==> src/rtl/scl_pacer.sv <==
module scl_pacer #(
  parameter int DIV_W = 16,
  parameter int DLY_W = 8,
  parameter int FLT_W = 2
) (
  input  logic             clk,
  input  logic             rst_n,
  input  logic             en,
  input  logic             soft_rst,
  input  logic             run,
  input  logic [DIV_W-1:0] divider,
  input  logic [FLT_W-1:0] filt_len,
  input  logic [DLY_W-1:0] sda_delay,
  input  logic             scl_in,
  input  logic             sda_want,
  output logic             scl_oe,
  output logic             sda_oe,
  output logic             tick_change,
  output logic             tick_sample,
  output logic             tick_start,
  output logic             tick_stop
);

  typedef enum logic [1:0] {S_IDLE, S_LOW, S_REL, S_HIGH} phase_t;

  phase_t           st;
  logic [DIV_W-1:0] cnt, dv, last, dly_x, chg_at;
  logic             hold, live;
  logic             s1, s2, flt, seen;
  logic [FLT_W-1:0] fcnt;

  assign hold   = !en || soft_rst;
  assign live   = !hold;
  assign dv     = (divider == '0) ? DIV_W'(1) : divider;
  assign last   = dv - 1'b1;
  assign dly_x  = DIV_W'(sda_delay);
  assign chg_at = (dly_x >= dv) ? last : dly_x;

  // read-back synchronizer and level filter
  always_ff @(posedge clk or negedge rst_n) begin
    if (!rst_n) begin
      s1 <= 1'b1; s2 <= 1'b1; flt <= 1'b1; fcnt <= '0;
    end else if (hold) begin
      s1 <= 1'b1; s2 <= 1'b1; flt <= 1'b1; fcnt <= '0;
    end else begin
      s1 <= scl_in;
      s2 <= s1;
      if (s2 == flt || filt_len == '0) begin
        fcnt <= '0;
      end else if (fcnt == filt_len - 1'b1) begin
        flt  <= s2;
        fcnt <= '0;
      end else begin
        fcnt <= fcnt + 1'b1;
      end
    end
  end

  assign seen = (filt_len == '0) ? s2 : flt;

  // phase sequencing
  always_ff @(posedge clk or negedge rst_n) begin
    if (!rst_n) begin
      st  <= S_IDLE;
      cnt <= '0;
    end else if (hold) begin
      st  <= S_IDLE;
      cnt <= '0;
    end else begin
      case (st)
        S_IDLE: begin
          cnt <= '0;
          if (run) st <= S_REL;
        end
        S_LOW: begin
          if (cnt >= last && !seen) begin
            st  <= S_REL;
            cnt <= '0;
          end else if (cnt != '1) begin
            cnt <= cnt + 1'b1;
          end
        end
        S_REL: begin
          cnt <= '0;
          if (seen) st <= S_HIGH;
        end
        default: begin
          if (cnt >= last) begin
            st  <= run ? S_LOW : S_IDLE;
            cnt <= '0;
          end else begin
            cnt <= cnt + 1'b1;
          end
        end
      endcase
    end
  end

  assign scl_oe      = (st == S_LOW);
  assign tick_change = live && (st == S_LOW)  && (cnt == chg_at);
  assign tick_sample = live && (st == S_HIGH) && (cnt == '0);
  assign tick_start  = live && (st == S_HIGH) && (cnt == (dv >> 1));
  assign tick_stop   = live && (st == S_HIGH) && (cnt == (dv >> 1) + (dv >> 2));

  always_ff @(posedge clk or negedge rst_n) begin
    if (!rst_n)                                  sda_oe <= 1'b0;
    else if (hold)                               sda_oe <= 1'b0;
    else if (tick_change || tick_start || tick_stop) sda_oe <= !sda_want;
  end

endmodule

==> config.mk <==
export PLATFORM = sky130hd
export DESIGN_NAME = scl_pacer
export DESIGN_NICKNAME = d
export VERILOG_FILES = /design/src/rtl/scl_pacer.sv
export SDC_FILE = /design/constraint.sdc
export NUM_CORES = 1
export LEC_CHECK = 0
export BUFFER_PORTS_ARGS = -buffer_cell sky130_fd_sc_hd__buf_4
export CORE_ASPECT_RATIO = 1.75
export CORE_MARGIN = 2
export CORE_UTILIZATION = 30
export DETAILED_ROUTE_END_ITERATION = 16
export PLACE_DENSITY = 0.57
export SETUP_SLACK_MARGIN = 0.02
export SLEW_MARGIN = 20
export SYNTH_ARGS = -nofsm -noshare
export SYNTH_HDL_FRONTEND = slang
export SYNTH_SLANG_ARGS = --single-unit
==> constraint.sdc <==
create_clock -name clk -period 8.8 [get_ports clk]
set_clock_uncertainty 0.2 [all_clocks]
set_input_delay 1.76 -clock clk [delete_from_list [all_inputs] [get_ports clk]]
set_output_delay 1.76 -clock clk [all_outputs]
set_load 0.01 [all_outputs]
# After elaboration in Yosys (flattened, before gate mapping)
# Cells that the tools add are included.
totals:
  elab_cells: 78
  reg_bits: 24
op_classes:
  n_lt_le_gt_ge: 2
  n_reduce_logical: 25
  muxes: 25
  addsub: 5
  n_eq_ne: 14
op_table:
  columns: ["cell", "n"]
  rows:
  - ["16-bit two-way mux", 6]
  - ["16-bit equality test", 2]
  - ["16-bit logical NOT", 2]
  - ["16-bit case mux with 2 select lines", 1]
  - ["15-bit by 14-bit adder with 16-bit output", 1]
  - ["16-bit by 1-bit adder with 16-bit output, second input constant", 1]
  - ["16-bit by 15-bit equality test with 1-bit output", 1]
  - ["16-bit greater-or-equal comparator", 1]
  - ["8-bit by 16-bit greater-or-equal comparator with 1-bit output", 1]
  - ["2-bit two-way mux", 8]
  - ["16-bit inequality test, second input constant", 1]
  - ["16-bit by 1-bit subtractor with 16-bit output, second input constant", 1]
  - ["1-bit two-way mux", 9]
  - ["1-bit logical AND", 7]
  - ["3-bit inequality test, second input constant", 2]
  - ["2-bit case mux with 3 select lines", 1]
  - ["5-bit nonzero test", 1]
  - ["2-bit equality test, second input constant", 2]
  - ["1-bit logical NOT", 4]
  - ["2-bit logical NOT", 2]
  - ["1-bit logical OR", 4]
  - ["4-bit by 1-bit inequality test with 1-bit output, second input constant", 1]
  - ["4-bit AND reduction", 1]
  - ["2-bit nonzero test", 2]
  - ["9 further kinds", 9]

# Depth between registers and ports, before layout
depth:
  ltp_word: 10
  ltp_mapped: 24
  ltp_nobuf: 20

# Least setup slack after synthesis
# OpenSTA, ideal clock, no wires.
synth_timing:
  path_type: "input-to-output"
  start: "input port divider[7]"
  end: "output port tick_stop"
  stages: 17
  arrival_time_ns: 5.736
  t_required_ns: 6.840
  setup_slack_ns: 1.104
  cell_sequence: "clkbuf_1 > inv_1 > ha_1 > nand3b_1 > o31ai_1 > inv_1 > ha_1 > inv_1 > fa_1 > xnor2_1 > or3_4 > a2111oi_0 > o2111ai_1 > nor4b_1 > nand3b_1 > or4_1 > nor3_1"
synth_between:
  elab_chain_cells: 5
synth_lines:
  columns: ["item", "line_no", "source"]
  rows:
  - ["start, declared", "11", "input logic [DIV_W-1:0] divider,"]
  - ["16-bit logical NOT", "34", "assign dv = (divider == '0) ? DIV_W'(1) : divider;"]
  - ["16-bit two-way mux (*)", "34", null]
  - ["15-bit by 14-bit adder with 16-bit output (*)", "103", "assign tick_stop = live && (st == S_HIGH) && (cnt == (dv >> 1) + (dv >> 2));"]
  - ["16-bit equality test (*)", "103", null]
  - ["1-bit logical AND (*)", "103", null]
  - ["end, declared", "21", "output logic tick_stop"]
# Every way passes the cells marked *; elsewhere a longest branch is shown, timed or not.

# Final worst setup path
layout_timing:
  start: "input port divider[5]"
  end: "output port tick_stop"
# The elaborated chain is that of the path after synthesis.

==> results.cfg <==
[outcome]
status = finished, final reports clean

[synthesis]
async_flop_share_pct = 100.0
synthCells = 597
yosysTopAreaCell = ha_1
netlist-cell-type-count = 78
avgSynthCellArea_um2 = 7.740
yosysSeqAreaShare_pct = 13.08
ys.flop_type = dfrtp_1
yosysTopAreaCellShare_pct = 18.14
synth_area_leaders = ha_1 18%, dfrtp_1 11%, xnor2_1 7.8%, xor2_1 5.1%, inv_1 4.2%
synth_nets = 698
yosysWarnings = 0
synth_edf_count = 0
ys_ff_latch = 24
syn_area_um2 = 4621

[final_layout]
most-common-layout-cells = 67 x ha_1, 52 x inv_1, 49 x buf_4
fill_cells = 1642
syn_to_final_growth_pct = 12.43
drive_above_1_share_pct = 12.02
final_common_cell = ha_1
nNetsFinal = 726
n_antenna_cell = 0

[pwr]
p_per_area_nw_per_um2 = 74.92
leakage_nw = 2.319
fin_total_pwr_w = 0.0003892
ir_drop_mv = 0.09030

[routing]
wl_per_cell_um = 20.28
detail-route-antenna-nets = 0
drt-met1-wl_um = 5781
viasPerCell = 5.795
dr.max_layer_used = met4
dr_total_vias = 4694
drc = 0
drt_iter0_markers = 292
route.met3.wl_um = 443
wl_um = 16430
wl_met2_um = 9217
dr.pass1.iters = 5

[clock_network]
cts_resized = 0
cts-root-buf = clkbuf_16
tritoncts = yes
clkSinkCount = 24
path_clk_slew_ns = 0.06
cts.path.max_buffers = 2
cts_hold_buf = 0
cts.htree.levels = 1
clk-insertion-delay-late_ns = 0.26
numCtsBuffers = 3
cts_setup_buffers = 0

[timing]
fin_crit_ns = 8.301
setup_ws_ns = 0.4989
max_slew.worst_pin.slew_ns = 0.8993
grt_setup_unrepaired = no
max_clock_freq_mhz = 120.5
whs_ns = 0.2858
setup_viol = 0
hold_violations = 0
drv_slew = 0
relSlewSlack_pct = 39.72
fin_crit_sh_pct = 94.33
tns_ns = 0

[run]
drv_cap = 0

[die]
start_util_pct = 30.32
core_area_um2 = 15240
dieArea_um2 = 16450
dieHeight_um = 168.2
boundaryPins = 39
num_rows = 60
dieWidth_um = 97.82

[worst_setup_path]
endpoint_kind = primary output
crit_type = in2out
arrival_ns = 6.34
cp-start-kind = input pin
cp.required_ns = 6.84
critical_path.max_fanout = 6

[place]
io_buffer_count = 38
place_ws_ns = 0.5379
dp_hpwl_um = 13760
routabilityCongestion = 0.9401

[hold_path]
worst_hold_path_type = reg2reg

[grt]
grt_overflow = 0
track_usage_pct = 19.60
antenna_found_initial = 0
grt_first_pass_wirelength_um = 25400
grt_pass1_vias = 4806
grt_max_degree = 25
-- cell type report --
cell class / instances / area, µm² / area share (%)
Clock buffer: 4 / 88.84 / 1.710
Inverter: 52 / 195.2 / 3.757
Timing Repair Buffer: 49 / 367.9 / 7.081
Multi-Input combinational cell: 495 / 3706 / 71.34
Sequential cell: 24 / 604.3 / 11.63
Tap cell: 186 / 232.7 / 4.480
-- path summary, 6_finish.rpt --
check	start	slack, ns	depth (start not counted)	end
worst min register to register	s1	0.29	1	s2
min in group asynchronous	rst_n	1.19	1	sda_oe
worst max register to register	cnt[0]	4.51	13	cnt[0]
worst max-delay path	divider[5]	0.50	18	tick_stop
worst min-delay path	s1	0.29	1	s2
max in group asynchronous	rst_n	6.91	1	s1
-- registers in the layout (all words and copies together) (netlist names) --
| register | flops |
|---|---|
| sda_oe | 1 |
| s1 | 1 |
| fcnt | 2 |
| flt | 1 |
| st | 2 |
| cnt | 16 |
| s2 | 1 |
-- worst max-delay path: stages --
cell       delay [ns]
buf_4            0.13
inv_1            0.13
ha_1             0.26
nand3b_1         0.23
o31ai_1          0.36
inv_1            0.08
ha_1             0.24
inv_1            0.08
fa_1             0.42
xnor2_1          0.14
or3_4            0.38
a2111oi_0        0.32
o2111ai_1        0.18
nor4b_1          0.55
nand3b_1         0.14
or4_1            0.52
nor3_1           0.25
buf_4            0.17
-- kinds of logic (layout without fill, tap and decap cells) --
kind of cell	count (synthesis)	count (layout)	synth area share (%)
buf+inv	78	105	6.715
flops	24	24	13.08
mux	8	8	1.787
compound gates	159	159	24.29
fa+ha+maj	68	68	18.58
simple gates	192	192	22.66
xor+xnor	68	68	12.89
-- stage by stage --
stage	instances	area, µm²	utilization, %
floorplan	597	4621	-
CTS	810	5195	34.09
global route	810	5195	34.09
global placement	806	5106	33.51
finish	810	5195	34.09
detailed placement	806	5106	33.51
-- Yosys cell counts, types with 3 or more instances --
cell and count:
nand3_1 13, or3_1 8, o32ai_1 5, dfrtp_1 21, and2_1 6, nand4_1 10, a2111o_1 5, nor3_1 15
o41ai_1 3, o2111ai_1 5, a211oi_1 4, a2111oi_0 4, nor2_1 42, nor4b_1 3, nand3b_1 4, o22ai_1 3
a311oi_1 4, a21boi_0 4, nor2b_1 5, nand2_1 37, ha_1 67, o21ai_0 26, a21o_1 13, xor2_1 27
nand2b_1 8, xnor2_1 41, clkbuf_1 17, mux2i_1 6, and3_1 8, buf_2 4, o31ai_1 15, a21oi_1 29
a31oi_1 7, or4_1 4, inv_1 52, dfstp_2 3, o21bai_1 5, nor4_1 9
-- power by group --
group | internal [W] | switching, W | total, W
clock | 0.0000696 | 0.0000413 | 0.000111
combinational | 0.0000681 | 0.0000980 | 0.000166
sequential | 0.000111 | 0.000000920 | 0.000112
total | 0.000249 | 0.000140 | 0.000389
-- per-layer routing --
layer | GRT usage, % | vias to the layer above
met3 | 1.079 | 43
met5 | 0 | -
met2 | 39.88 | 138
met1 | 19.11 | 2282
li1 | - | 2231
met4 | 10.75 | 0
No activity file was read; power rests on OpenSTA's default activity.
